===== src/rtl/fair_req_picker.sv =====
module fair_req_picker #(
  parameter int NREQ  = 16,
  parameter int NTHR  = 4,
  parameter int NBANK = 4,
  parameter int ROWW  = 4,
  parameter int AGEW  = 6,
  parameter int SDW   = 8,
  parameter int WW    = 4,
  parameter int THW   = 8,
  parameter int FRAC  = 4
) (
  input  logic                        clk,
  input  logic                        rst_n,
  input  logic [NREQ-1:0]             req_valid,
  input  logic [NREQ*$clog2(NTHR)-1:0]  req_thread,
  input  logic [NREQ*$clog2(NBANK)-1:0] req_bank,
  input  logic [NREQ*ROWW-1:0]        req_row,
  input  logic [NREQ*AGEW-1:0]        req_age,
  input  logic [NBANK*ROWW-1:0]       bank_open_row,
  input  logic [NTHR*SDW-1:0]         thr_slowdown,
  input  logic                        cfg_we,
  input  logic [$clog2(NTHR+1)-1:0]   cfg_addr,
  input  logic [THW-1:0]              cfg_wdata,
  output logic                        grant_valid,
  output logic [$clog2(NREQ)-1:0]     grant_idx,
  output logic                        fair_mode
);
  localparam int IW  = $clog2(NREQ);
  localparam int TW  = $clog2(NTHR);
  localparam int BW  = $clog2(NBANK);
  localparam int WSW = SDW + WW;
  localparam int PW  = WSW + THW + 1;
  localparam int KW  = AGEW + 2;

  logic [WW-1:0]  weight [NTHR];
  logic [THW-1:0] thresh;

  always_ff @(posedge clk) begin
    if (!rst_n) begin
      for (int t = 0; t < NTHR; t++) weight[t] <= WW'(1);
      thresh <= '1;
    end else if (cfg_we) begin
      if (cfg_addr < (TW+1)'(NTHR)) weight[cfg_addr[TW-1:0]] <= cfg_wdata[WW-1:0];
      else if (cfg_addr == (TW+1)'(NTHR)) thresh <= cfg_wdata;
    end
  end

  logic [NTHR-1:0] pend;
  logic [WSW-1:0]  wsd [NTHR];
  logic [WSW-1:0]  smax, smin;
  logic [TW-1:0]   fav;
  logic            any_pend, fair;

  always_comb begin
    pend = '0;
    for (int i = 0; i < NREQ; i++)
      if (req_valid[i]) pend[req_thread[i*TW +: TW]] = 1'b1;
    smax = '0; smin = '1; fav = '0;
    for (int t = 0; t < NTHR; t++) begin
      wsd[t] = WSW'(thr_slowdown[t*SDW +: SDW]) * WSW'(weight[t]);
      if (pend[t]) begin
        if (wsd[t] > smax || smax == '0 && fav == '0 && !(|(pend & ((NTHR)'(1) << t) - 1'b1)))
          begin smax = wsd[t]; fav = TW'(t); end
        if (wsd[t] < smin) smin = wsd[t];
      end
    end
  end

  assign any_pend = |pend;
  assign fair = any_pend && ((PW'(smax) << FRAC) >= PW'(thresh) * PW'(smin));

  logic          found;
  logic [IW-1:0] win;
  logic [KW-1:0] best, key;

  always_comb begin
    found = 1'b0; win = '0; best = '0; key = '0;
    for (int i = 0; i < NREQ; i++) begin
      key = {fair && req_thread[i*TW +: TW] == fav,
             req_row[i*ROWW +: ROWW] == bank_open_row[req_bank[i*BW +: BW]*ROWW +: ROWW],
             req_age[i*AGEW +: AGEW]};
      if (req_valid[i] && (!found || key > best)) begin
        found = 1'b1; win = IW'(i); best = key;
      end
    end
  end

  logic [TW-1:0] fav_q, win_thr_q;

  always_ff @(posedge clk) begin
    if (!rst_n) begin
      grant_valid <= 1'b0; grant_idx <= '0; fair_mode <= 1'b0;
      fav_q <= '0; win_thr_q <= '0;
    end else begin
      grant_valid <= found; grant_idx <= win; fair_mode <= fair;
      fav_q <= fav; win_thr_q <= req_thread[win*TW +: TW];
    end
  end

  assert_grant_legal_R3: assert property (@(posedge clk) disable iff (!rst_n)
    grant_valid |-> (($past(req_valid) >> grant_idx) & NREQ'(1)) != '0);
  assert_idle_R2: assert property (@(posedge clk) disable iff (!rst_n)
    $past(rst_n) && $past(req_valid) == '0 |-> !grant_valid && !fair_mode);
  assert_thresh_write_R9: assert property (@(posedge clk) disable iff (!rst_n)
    cfg_we && cfg_addr == (TW+1)'(NTHR) |=> thresh == $past(cfg_wdata));
  assert_fav_first_R8: assert property (@(posedge clk) disable iff (!rst_n)
    grant_valid && fair_mode |-> win_thr_q == fav_q);
endmodule


===== config.mk =====
export PLATFORM = sky130hd
export DESIGN_NAME = fair_req_picker
export DESIGN_NICKNAME = d
export VERILOG_FILES = /design/src/rtl/fair_req_picker.sv
export SDC_FILE = /design/constraint.sdc
export NUM_CORES = 1
export LEC_CHECK = 0
export BUFFER_PORTS_ARGS = -buffer_cell sky130_fd_sc_hd__buf_2
export CAP_MARGIN = 10
export CORE_MARGIN = 1
export CORE_UTILIZATION = 35
export CTS_CLUSTER_SIZE = 30
export DETAILED_ROUTE_END_ITERATION = 12
export PLACE_DENSITY = 0.52
export SYNTH_ARGS = -nofsm -noshare
export SYNTH_HDL_FRONTEND = slang
export SYNTH_SLANG_ARGS = --single-unit

===== constraint.sdc =====
create_clock -name clk -period 59.4 [get_ports clk]
set_input_delay 11.88 -clock clk [delete_from_list [all_inputs] [get_ports clk]]
set_output_delay 11.88 -clock clk [all_outputs]
set_load 0.01 [all_outputs]

# ---- After elaboration in Yosys (flattened, before gate mapping)
# Memories as Yosys holds them, arrays and structs flattened.
# Cells that the tools add are included.
dict set report totals {
  register_bits 14
  latch_bits 0
  mem_bits_rw 16
  mem_bits_ro 0
  in_bits 302
  out_inout_bits 6
  word_cells 353
  n_memories 1
}
dict set report op_classes {
  n_addsub 0
  n_mul 5
  div 0
  n_lt_le_gt_ge 56
  n_eq_ne 33
  shift 16
  n_mux 123
  n_bitwise 16
  n_reduce_logical 99
}
# memory depth word_bits rd rd_ports_with_merged_regs wr line
set memory_table {}
lappend memory_table {weight 4 4 4 0 4 35} ;# logic [WW-1:0] weight [NTHR];
# operator count
set op_table {}
lappend op_table {{16-bit by 5-bit variable part select with 4-bit output} 16}
lappend op_table {{12-bit two-way mux} 15}
lappend op_table {{4-bit two-way mux} 31}
lappend op_table {{8-bit greater-than comparator} 15}
lappend op_table {{8-bit two-way mux} 15}
lappend op_table {{4-bit == test} 16}
lappend op_table {{4-bit bitwise OR} 15}
lappend op_table {{1-bit logical AND} 53}
lappend op_table {{2-bit by 3-bit < comparator with 1-bit output (second input constant)} 16}
lappend op_table {{8-bit by 4-bit multiplier with 12-bit output} 4}
lappend op_table {{1-bit two-way mux} 41}
lappend op_table {{12-bit greater-than comparator} 3}
lappend op_table {{12-bit zero test} 3}
lappend op_table {{12-bit < comparator} 3}
lappend op_table {{1-bit demux with 2-bit select} 16}
lappend op_table {{2-bit == test} 16}
lappend op_table {{2-bit by 1-bit greater-or-equal comparator with 1-bit output (second input constant)} 16}
lappend op_table {{16-bit by 20-bit greater-or-equal comparator with 1-bit output} 1}
lappend op_table {{8-bit by 12-bit multiplier with 20-bit output} 1}
lappend op_table {{1-bit zero test} 18}
lappend op_table {{1-bit logical OR} 18}
lappend op_table {{12-bit < comparator (second input constant)} 1}
lappend op_table {{2-bit two-way mux} 5}
lappend op_table {{4-bit OR reduction} 2}
lappend op_table {{other kinds (7)} 8}

# ---- Longest topological paths before layout
dict set report depth {
  ltp_word 117
  ltp_mapped 242
  depth_no_buf 226
}

# ---- Worst setup path after synthesis
# Ideal clock, no wire load.
dict set report synth_path {
  kind {in2reg}
  from {in thr_slowdown[0]}
  to {reg grant_idx[2]}
  setup_time_ns 0.125
  arrival_time_ns 54.086
  t_required_ns 59.275
  setup_slack_ns 5.189
  cell_stages 226
  path_buffers 15
  path_cell_list {nand2_1 -> fa_1 -> fa_1 -> inv_1 -> ha_1 -> a21o_1 -> a21oi_1 -> o21bai_1 -> a21oi_1 -> o21bai_1 -> a21oi_1 -> o21bai_1 -> a21oi_1 -> xnor2_1 -> a41o_1 -> nor2_1 -> ha_1 -> nand4_1 -> [190 not listed] -> a211oi_1 -> a21oi_1 -> o21ai_1 -> clkbuf_1 -> o41ai_1 -> o22ai_1 -> ha_1 -> nor2b_1 -> o21a_1 -> o21ai_0 -> nand2b_1 -> a21oi_1 -> nor2_1 -> a211oi_1 -> a21oi_1 -> o21ai_0 -> nand2_1 -> o41a_1}
}
dict set report synth_via {
  elab_chain_cells 83
  elab_cells_between_ends 178
  classes_between {mul (2); order compare (23); eq/ne (16); mux (63); reduce/logical (74)}
}
# element line
set synth_rtl {}
lappend synth_rtl {{from (decl)} 20} ;# input logic [NTHR*SDW-1:0] thr_slowdown,
lappend synth_rtl {{8-bit by 4-bit multiplier with 12-bit output (*)} 60} ;# wsd[t] = WSW'(thr_slowdown[t*SDW +: SDW]) * WSW'(weight[t]);
lappend synth_rtl {{branches (longest 81 deep; another with 12-bit < comparator)} -}
lappend synth_rtl {{4-bit two-way mux (*)} 82} ;# if (req_valid[i] && (!found || key > best)) begin
lappend synth_rtl {{to (signal assigned)} 95} ;# grant_valid <= found; grant_idx <= win; fair_mode <= fair;
lappend synth_rtl {{to (decl)} 25} ;# output logic [$clog2(NREQ)-1:0] grant_idx,
# Every way passes the cells marked *.
# A chain may end at the register's enable or synchronous reset.

# ---- Worst setup path in the final report
# Same ends and word-level chain as after synthesis.

==> metrics.md <==
| Metric | Value |
|---|---|
| Final WL | 67,700 um |
| Clock Sinks | 30 |
| Max incr delay on CP | 0.60 ns |
| Ys async rst share | 0% |
| Global-route wire length before repair | 106,000 um |
| Fin crit share | 94.6% |
| Number of synthesized register bits | 30 |
| Avg WL per Cell | approximately 20 um |
| Main synth FF type | edfxtp_1 |
| Worst R2R End | grant_idx[2]$_SDFF_PN0_ |
| Fraction of layout cells with a size suffix above 1 | 19.6% |
| Post-place setup slack | -0.111 ns |
| Port bufs | 307 |
| Post-Syn Area | 0.0191 mm^2 |
| Finished Cell Area | 0.0218 mm^2 |
| Final Max Tran Viols | 0 |
| Area leader, netlist | ha_1 |
| P&R area growth vs syn | 13.9% |
| CTS tree | done |
| Min Clock Period, post-route | 56.22 ns |
| RR Startpoint | weight[0][3]$_SDFFCE_PN0P_ |
| Max Fclk | between 0.015 and 0.02 GHz |
| Die height | 236 um |
| CP Launch Type | primary input |
| CTS root buffer | clkbuf_16 |
| Cts bufs inserted | 5 |
| DR vias/cell | 5.58 |
| Top cell type's share of synthesized area | approximately 19% |
| Hold_sp | thresh[5]$_SDFFE_PN1P_ |
| I/O pins | 308 |
| Hold depth | 2 |
| Status | completed |
| WS Path Type | in -> reg |
| Routability cong. | just under 1 |
| Final core utilization | 40.4% |
| Max FO, Critical Path | 23 |
| Worst Setup End Kind | flip-flop |
| Number of synthesized flops with an enable pin | 16 |
| Mapped Cells | 2,391 |
| Commonest non-fill, non-tap cells in the layout | 307 x buf_2, 297 x ha_1, 277 x inv_1 |
| Initial Util | 35.5% |
| Initial antenna violation count | 31 |
| Clk_lat worst skew | 0.30 ns |
| Area contributors post-synth | ha_1 19%, fa_1 11%, mux4_2 7.5% |
| Vias | 18.8k |
| Post-route setup slack | roughly 3.2 ns |
| Reg2reg setup slack | 14.29 ns |
| DRC Markers | 0 |
| Yosys warns | 0 |
| Worst Path Required | 59.58 ns |
| Relative slew margins | 23.6% |
| # setup viols final | 0 |
| CP most frequent cell | ha_1 |
| CTS Buffer Depth | 2 |
| Global route total overflow | 0 |
| Final Skew | 0.00909 ns |
| Syn Nets | 3,098 |
| Critical path data arrival time | 56.40 ns |
| Nets | 3,354 |
| Clk slew on worst S/H paths | 0.05 ns |
| Core Rows | between 80 and 90 |
| Worst hold slack | 0.715 ns |
| DRT iter0 DRCs | 1,109 |
| Chip width | 236 um |
| Leading cell type in the layout, fill and taps excluded | buf_2 |
| Die ar. | 0.0556 mm^2 |
| Seq/Total Area, Yosys | under 10% |
| Largest net degree at the start of global routing | 29 |
| Hold worst-path end | thresh[5]$_SDFFE_PN1P_ |
| GRT Total Usage | a little under a quarter |
| Reported max-cap violation count | 0 |
| Mean Syn Cell Area | between 8 and 9 um^2 |
| Core area | 0.0539 mm^2 |
| Dpl hpwl | 57,700 um |
| Placed Area | 0.0213 mm^2 |
| Vias in the first global route | 19.4k |
| Hold Fails Final Rpt | 0 |
| CP max stage cell | fa_1 |
| Htree depth | 2 |
| FF-to-FF path depth | around 220 |
| Worst-Margin Slew | 1.14 ns |
| Post-route ant nets | 0 |
| DRT Pass-1 Iters | 6 |
| Hold WC Path Type | reg -> reg |
| Netlist cell types | approximately 110 |
-- per-stage QoR --
step	setup TNS [ns]	cells
floorplan	0	2391
global placement	0	3332
detailed placement	-0.111	3332
CTS	0	3340
global route	-0.156	3359
finish	0	3366
-- kinds of logic (layout without fill, tap and decap cells) --
logic type | after synthesis | after routing | synth area share, %
flops | 30 | 30 | 3.97
mux | 133 | 133 | 11.5
xor+xnor | 138 | 138 | 6.32
compound gates | 512 | 512 | 18.1
simple gates | 822 | 822 | 22.2
other cells | 0 | 22 | 0
buf+inv | 351 | 608 | 7.15
fa+ha+maj | 405 | 405 | 30.7
-- cell type report --
| cell class | count | area (um^2) |
|---|---|---|
| Antenna cell | 22 | 55.1 |
| Clock buffer | 6 | 129 |
| Clock inverter | 2 | 8.76 |
| Fill cell | 5563 | 32100 |
| Inverter | 279 | 1050 |
| Multi-Input combinational cell | 2010 | 17300 |
| Sequential cell | 30 | 761 |
| Tap cell | 696 | 871 |
| Timing Repair Buffer | 321 | 1650 |
-- flip-flops by register name, summed over array words and instances (netlist names) --
name / count
weight: 16
grant_valid: 1
thresh: 8
fair_mode: 1
grant_idx: 4
-- layer usage --
metal,global-route usage (%),routed length [um]
met1,29.8,28400
met4,7.29,1720
met5,0,95
met3,3.37,4010
met2,42.5,33500
-- cell usage after synthesis, types with 7 or more instances --
library cell    n
nor4_1         18
nand3b_1       22
fa_1          108
o21ai_1         7
o41ai_1         7
clkbuf_1       53
or3_1          11
and3_1          7
xor2_1         49
mux4_2         64
mux2i_1        36
nand2_1       240
nor3b_1        20
o21bai_1       26
o22ai_1        16
xnor2_1        89
o21a_1         30
nand3_1        61
and4_1          7
inv_1         277
ha_1          297
nor2_1        123
nand2b_1       27
a31oi_1        10
o211ai_1       16
edfxtp_1       16
nand4_1        51
a211oi_1       14
o31ai_1         9
or2_2          12
a21o_1         67
a21boi_0       11
mux2_2         28
nor2b_1        36
and2_1        108
dfxtp_1        14
nor3_1         48
o21ai_0        81
a21oi_1       138
-- what timing repair did --
item	4_1_cts	5_1_grt
gates resized for setup	0	54
buffers inserted	0	4
endpoints found under the setup margin	0	4
hold buffers	0	0
-- how the worst max path moves through the flow --
stage	startpoint	end	slack, ns
5_1_grt	thr_slowdown[0]	grant_idx[2]$_SDFF_PN0_	-0.14
4_1_cts	thr_slowdown[0]	grant_idx[2]$_SDFF_PN0_	0.12
6_report	thr_slowdown[0]	grant_idx[2]$_SDFF_PN0_	3.18
3_5_place_dp	thr_slowdown[0]	grant_idx[2]$_SDFF_PN0_	-0.11
3_3_place_gp	thr_slowdown[0]	grant_idx[2]$_SDFF_PN0_	1.15
2_1_floorplan	thr_slowdown[0]	grant_idx[2]$_SDFF_PN0_	5.19
-- worst max-delay path, delay by kind of cell --
kind            cells  cell delay (ns)
simple gates       51             7.65
buf+inv            18             2.14
mux                 4             1.20
fa+ha+maj          27             9.34
compound gates    123            23.85
xor+xnor            2             0.28
Power is left out: the tool's default activity adds up to more than one toggle a clock period on the data nets, which glitch-free logic cannot reach.
